==> src/rtl/burst_pkg.sv <==
`timescale 1ns/1ps
package burst_pkg;
  localparam int unsigned BL_SEL_W = 3;
  localparam int unsigned BL_FULL_BIT = 2;

  typedef struct packed {
    logic full;
    logic ilv;
  } burst_cfg_t;
endpackage

==> src/rtl/burst_ctrl.sv <==
`timescale 1ns/1ps
module burst_ctrl
  import burst_pkg::*;
#(
  parameter int unsigned COL_W = 10
) (
  input  logic                clk_i,
  input  logic                rst_ni,
  input  logic                start_i,
  input  logic                stop_i,
  input  logic [COL_W-1:0]    col_i,
  input  logic [BL_SEL_W-1:0] bl_i,
  input  logic                ilv_i,
  output logic                active_o,
  output logic                last_o,
  output burst_cfg_t          cfg_o,
  output logic [COL_W-1:0]    base_o,
  output logic [COL_W-1:0]    beat_o,
  output logic [COL_W-1:0]    mask_o
);
  localparam logic [COL_W-1:0] ONE = COL_W'(1);

  logic             active_q;
  logic [COL_W-1:0] beat_q, base_q, mask_q;
  burst_cfg_t       cfg_q;
  logic [COL_W-1:0] mask_d;
  logic             last;

  // full page spans the row; fixed length BL gives mask BL-1
  always_comb begin
    if (bl_i[BL_FULL_BIT]) mask_d = '1;
    else                   mask_d = (ONE << bl_i[1:0]) - ONE;
  end

  assign last = active_q && !cfg_q.full && (beat_q == mask_q);

  always_ff @(posedge clk_i or negedge rst_ni) begin
    if (!rst_ni) begin
      active_q <= 1'b0;
      beat_q   <= '0;
      base_q   <= '0;
      mask_q   <= '0;
      cfg_q    <= '0;
    end else if (start_i) begin
      active_q  <= 1'b1;
      beat_q    <= '0;
      base_q    <= col_i;
      mask_q    <= mask_d;
      cfg_q.full <= bl_i[BL_FULL_BIT];
      cfg_q.ilv  <= ilv_i && !bl_i[BL_FULL_BIT];
    end else if (active_q) begin
      if (stop_i || last) active_q <= 1'b0;
      else                beat_q   <= beat_q + ONE;
    end
  end

  assign active_o = active_q;
  assign last_o   = last;
  assign cfg_o    = cfg_q;
  assign base_o   = base_q;
  assign beat_o   = beat_q;
  assign mask_o   = mask_q;

  AST_BL1_LAST: assert property (@(posedge clk_i) disable iff (!rst_ni)
    start_i && !bl_i[BL_FULL_BIT] && (bl_i[1:0] == 2'd0) |=> last_o);
  AST_LAST_IDLE: assert property (@(posedge clk_i) disable iff (!rst_ni)
    last_o && !start_i |=> !active_o);
  AST_STOP_IDLE: assert property (@(posedge clk_i) disable iff (!rst_ni)
    active_o && stop_i && !start_i |=> !active_o);
  AST_BEAT_BOUND: assert property (@(posedge clk_i) disable iff (!rst_ni)
    active_q && !cfg_q.full |-> beat_q <= mask_q);
endmodule

==> src/rtl/burst_addr.sv <==
`timescale 1ns/1ps
module burst_addr
  import burst_pkg::*;
#(
  parameter int unsigned COL_W = 10
) (
  input  burst_cfg_t       cfg_i,
  input  logic [COL_W-1:0] base_i,
  input  logic [COL_W-1:0] beat_i,
  input  logic [COL_W-1:0] mask_i,
  output logic [COL_W-1:0] col_o
);
  logic [COL_W-1:0] sum;

  assign sum = base_i + beat_i;

  // bits under the mask follow the order, bits above stay at the start column
  for (genvar b = 0; b < COL_W; b++) begin : g_bit
    assign col_o[b] = !mask_i[b] ? base_i[b]
                    : cfg_i.ilv  ? (base_i[b] ^ beat_i[b])
                    :              sum[b];
  end
endmodule

==> src/rtl/sdram_burst_col_gen.sv <==
`timescale 1ns/1ps
module sdram_burst_col_gen
  import burst_pkg::*;
#(
  parameter int unsigned COL_W = 10
) (
  input  logic                clk_i,
  input  logic                rst_ni,
  input  logic                start_i,
  input  logic                stop_i,
  input  logic [COL_W-1:0]    col_i,
  input  logic [BL_SEL_W-1:0] bl_i,
  input  logic                ilv_i,
  output logic                valid_o,
  output logic [COL_W-1:0]    col_o,
  output logic                last_o
);
  burst_cfg_t       cfg;
  logic [COL_W-1:0] base, beat, mask;

  burst_ctrl #(.COL_W(COL_W)) u_ctrl (
    .clk_i    (clk_i),
    .rst_ni   (rst_ni),
    .start_i  (start_i),
    .stop_i   (stop_i),
    .col_i    (col_i),
    .bl_i     (bl_i),
    .ilv_i    (ilv_i),
    .active_o (valid_o),
    .last_o   (last_o),
    .cfg_o    (cfg),
    .base_o   (base),
    .beat_o   (beat),
    .mask_o   (mask)
  );

  burst_addr #(.COL_W(COL_W)) u_addr (
    .cfg_i  (cfg),
    .base_i (base),
    .beat_i (beat),
    .mask_i (mask),
    .col_o  (col_o)
  );

  AST_START_COL: assert property (@(posedge clk_i) disable iff (!rst_ni)
    start_i |=> valid_o && (col_o == $past(col_i)));
  AST_UPPER_HOLD: assert property (@(posedge clk_i) disable iff (!rst_ni)
    valid_o && !last_o && !start_i && !stop_i
    |=> valid_o && ((col_o & ~mask) == ($past(col_o) & ~$past(mask))));
  AST_FP_STEP: assert property (@(posedge clk_i) disable iff (!rst_ni)
    valid_o && cfg.full && !start_i && !stop_i
    |=> valid_o && !last_o && (col_o == $past(col_o) + COL_W'(1)));
  AST_RESET_IDLE: assert property (@(posedge clk_i)
    !rst_ni |-> !valid_o && !last_o);
endmodule

==> config.mk <==
export PLATFORM = sky130hd
export DESIGN_NAME = sdram_burst_col_gen
export DESIGN_NICKNAME = d
export VERILOG_FILES = /design/src/rtl/burst_pkg.sv /design/src/rtl/burst_ctrl.sv /design/src/rtl/burst_addr.sv /design/src/rtl/sdram_burst_col_gen.sv
export SDC_FILE = /design/constraint.sdc
export NUM_CORES = 1
export LEC_CHECK = 0
export ABC_CLOCK_PERIOD_IN_PS = 2800
export BUFFER_PORTS_ARGS = -buffer_cell sky130_fd_sc_hd__buf_2
export CAP_MARGIN = 20
export CORE_MARGIN = 2
export CORE_UTILIZATION = 45
export DETAILED_ROUTE_END_ITERATION = 8
export GPL_ROUTABILITY_DRIVEN = 1
export PLACE_DENSITY = 0.68
export SLEW_MARGIN = 20
export SYNTH_ARGS = -nofsm -noshare
export SYNTH_HDL_FRONTEND = slang
export SYNTH_SLANG_ARGS = --single-unit
==> constraint.sdc <==
create_clock -name clk_i -period 2.8 [get_ports clk_i]
set_clock_uncertainty 0.2 [all_clocks]
set_input_delay 0.56 -clock clk_i [delete_from_list [all_inputs] [get_ports clk_i]]
set_output_delay 0.56 -clock clk_i [all_outputs]
set_load 0.02 [all_outputs]
======== After elaboration in Yosys (flattened, before gate mapping) ========
Cells that the tools add are included.
cells by class
  shift-type cells ........................ 1
  add/subtract/negate cells ............... 3
  bitwise operators ....................... 10
  reduce and logical (&&, ||, !) cells .... 8
  eq/ne operators ......................... 2
  mux-type cells .......................... 27
operators by type and width
  operator                                            number
  two-way mux 10 bit                                  4
  two-way mux 1 bit                                   23
  adder 10 x 1 -> 10 bit, second input constant       1
  adder 10 bit                                        1
  == test 10 bit                                      1
  << shifter 1 x 2 -> 10 bit, first input constant    1
  subtractor 10 x 1 -> 10 bit, second input constant  1
  bitwise XOR 1 bit                                   10
  logical AND 1 bit                                   3
  zero test 1 bit                                     2
  inequality test 2 bit, second input constant        1
  AND reduction 2 bit                                 1
  nonzero test 2 bit                                  1
  logical OR 1 bit                                    1
word-level totals
  output and inout bits ................... 12
  bits in registers ....................... 33
  bits of input ports ..................... 18

======== Depth between registers and ports, before layout ========
  depth after elaboration ................. 7
  mapped depth ............................ 7

======== Cells and area by module ========
A second synthesis with hierarchy kept.
unflattened totals
  cell total of the unflattened synthesis .. 212
  area total of the unflattened synthesis .. 2031.9 µm²
by module, submodules not included
  module      area each (µm²)  times used  cells each
  burst_ctrl  1486.4           1           135
  burst_addr  545.5            1           77

======== Worst setup path before layout ========
OpenSTA, ideal clock, no wires.
  path kind ............................... register to output
  start ................................... register u_ctrl.beat_q[0] (netlist: u_ctrl.beat_o[0])
  end ..................................... output port col_o[8]
  stages on the path, launching flop included .. 8
  arrival ................................. 2236 ps
  required time ........................... 2040 ps
  path slack .............................. -196 ps
  cells stage by stage .................... dfrtp_1 -> ha_1 -> fa_1 -> a21o_1 -> a211o_1 -> a211oi_2 -> nor4_1 -> or3b_1
between the ends
  longest elaborated chain between the ends .. 3
ends and longest elaborated chain
  item                    RTL line                   source
  from (decl)             burst_ctrl.sv:24           logic [COL_W-1:0] beat_q, base_q, mask_q;
  from (signal assigned)  burst_ctrl.sv:53           else beat_q <= beat_q + ONE;
  adder 10 bit            burst_addr.sv:15           assign sum = base_i + beat_i;
  two-way mux 1 bit       burst_addr.sv:20           : cfg_i.ilv ? (base_i[b] ^ beat_i[b])
  two-way mux 1 bit       burst_addr.sv:19           assign col_o[b] = !mask_i[b] ? base_i[b]
  to (decl)               sdram_burst_col_gen.sv:15  output logic [COL_W-1:0] col_o,
No other way between the ends.

======== Final worst setup path ========
Same ends and word-level chain as after synthesis.

==> metrics.cfg <==
[drt]
drt-met1-wl_mm=2.18
dr_wl_met2_mm=2.27
wirelength_mm=4.72
top_layer=met4
drt_first_pass_iters=4
route.vias.total=1775
ant_nets=0
wl_per_cell_um=15.2
drc=0
dr_wl_met3_um=168
drtIter0Drc=61
viasPerCell=5.71

[logic_synthesis]
ys_async_sr_fraction_pct=100
synthTopCellsByArea=dfrtp_1, mux2_2, ha_1
netlist_area_um2=2010
syn_avg_cell_area_um2=9.36
synth.largest_area_cell=dfrtp_1
ys.flop_type=dfrtp_1
yosysTopAreaCellShare_pct=36.1
synthTopCellsByCount=dfrtp_1, a21oi_1, nor2_1
netlist_instances=215
yosysSeqAreaShare_pct=36.1
synth_seq_cells=29
ys_types=45
synth_edf_count=0
yosysMostFrequentCell=dfrtp_1
ys_warn_count=0
syn_nets=244

[clock_network]
clk_path_buf_depth=2
cts_tree=built
cts.clk_slew.worst_paths_ns=0.06
post_cts_hold_buffer_count=0
cts_sinks=29
root_buffer=clkbuf_8
clk_latency_ns=0.28
cts_buffers=5
htreeDepth=2

[global_route]
overflow=0
grt_max_degree=32
grt_usage_pct=20.5
grt_pass1_wl_mm=8.11
grt_pass1_vias=1749
antenna_found_initial=0

[timing]
period_share_pct=118
hold_ws_ns=0.102
tightest_slew_ns=0.747
hold_viol=0
fmax_mhz=303
finalSetupTns_ns=-1.12
setup_viol=7
rsz0062_at_grt=true
min_period_ns=3.30
setup_slack_ns=-0.498
drv_slew=0
maxSlewHeadroom_pct=49.8

[final_layout]
drive_gt1_share_pct=35.5
fin_util_pct=57.9
multi_input_area_um2=1310
fin_area_um2=2500
ff_latch_area_um2=726
syn_to_final_growth_pct=24.5
fillers=398
fin_nets=287
n_antenna_cell=0
final-instance-count-excl-fill=311

[critical_path]
crit_family=compound AO/OA/AOI/OAI gates
crit_chain=ha_2 -> fa_2 -> a21o_1 -> a211o_1 -> a211oi_2 -> nor4_1 -> or3b_4 -> buf_2
cp.buffers_inverters=1
critPathCaptureType=output pin
crit_required_ns=2.04
reg2reg_depth=6
setup.worst_path.start_class=flop
arrival_ns=2.54
reg2reg_slack_ns=0.40
worst-setup-path-type=flop to output pin
r2r_start=u_ctrl.beat_o[7]$_DFFE_PN0P_
timing.rr.end=u_ctrl.beat_o[7]$_DFFE_PN0P_
critPathMaxFanout=2
cpPeakStageDelay_ns=0.38
crit_path_top_delay_cell=dfrtp_1

[placement]
placed_area_um2=2290
gp_routability_congestion=0.795
pre_cts_ws_ns=-0.169
place_inst=301
hpwl_mm=3.30
numPortBuffers=29

[floorplan]
dieArea_um2=5020
dieHeight_um=70.9
placementRows=24
start_util_pct=46.5
core_um2=4320
die_w_um=70.9
pin_count=30

[power_and_ir_drop]
p_int_mw=0.749
pwr-share-comb_pct=24.8
finalPower_mw=1.09
power_switching_mw=0.340
ir_worst_vdd_mv=0.420
sw_frac_of_total_pct=31.2
seq_power_share_pct=44.5
leakage_nw=1.06
powerDensity_nw_per_um2=435
p_clk_share_pct=30.7

[min_path]
worstHoldPathType=input port to asynchronous set/reset pin

[flow_run]
maxCapViolCount=0

[outcome]
status=finished, violations left
violations=setup timing

-- power groups by stage --
stage	sequential, mW	clock, mW	combinational (mW)
4_1_cts	0.485	0.341	0.264
3_3_place_gp	0.488	0	0.240
3_5_place_dp	0.490	0	0.244
2_1_floorplan	0.477	0	0.174
6_report	0.484	0.334	0.270
5_1_grt	0.489	0.354	0.297
-- routing by layer --
layer	vias up	track usage (%)
met4	0	8.81
met3	10	3.56
met1	840	26.3
met2	40	34.0
li1	885	-
met5	-	0
-- layout by cell type (no fill, tap or decap), types with 5 or more instances in the layout --
cell / instances
a21oi_1: 18
buf_2: 24
buf_4: 22
clkbuf_8: 5
dfrtp_1: 29
inv_1: 8
mux2_2: 13
nand2_1: 10
nand3_1: 8
nor2_1: 17
nor3_1: 5
o21ai_0: 12
o31ai_1: 5
or3_1: 5
or4_1: 5
xnor2_1: 8
-- area by class of cell --
cell class	instances	share of cell area, %
Tap cell	52	2.60
Clock buffer	8	3.20
Inverter	8	1.20
Timing Repair Buffer	47	11.8
Sequential cell	29	29.0
Multi-Input combinational cell	167	52.2
-- state kept, by name (all words and copies together), names as in the netlist --
| signal | flops |
|---|---|
| u_ctrl.cfg_o | 2 |
| u_ctrl.mask_o | 6 |
| u_ctrl.active_o | 1 |
| u_ctrl.base_o | 10 |
| u_ctrl.beat_o | 10 |
-- kinds of logic (layout without fill, tap and decap cells) --
family	after synthesis	after routing	share of synthesized area, %
AOI/OAI and AO/OA	63	63	20.5
xor gates and xnor gates	9	9	3.92
adders and majority gates	11	11	7.21
buffers and inverters	19	63	4.66
DFF	29	29	36.1
muxes	15	15	8.27
and+or+nand+nor	69	69	19.4
-- repair_timing --
item | in CTS | in global routing
pin swaps | 3 | 9
setup endpoints to repair | 7 | 7
setup buffers | 1 | 2
endpoints found under the hold margin | 0 | 0
resized for setup | 17 | 8
-- worst max path at each step --
stage,from,end,slack (ns),cells past startpoint
2_1_floorplan,u_ctrl.beat_o[0]$_DFFE_PN0P_,col_o[8],-0.04,7
3_3_place_gp,u_ctrl.beat_o[0]$_DFFE_PN0P_,col_o[8],-0.16,8
3_5_place_dp,u_ctrl.beat_o[0]$_DFFE_PN0P_,col_o[8],-0.17,8
4_1_cts,u_ctrl.beat_o[0]$_DFFE_PN0P_,col_o[8],-0.49,8
5_1_grt,u_ctrl.base_o[0]$_DFFE_PN0P_,col_o[8],-0.60,8
6_report,u_ctrl.beat_o[0]$_DFFE_PN0P_,col_o[8],-0.50,8
Power figures use the tool's default switching activity.
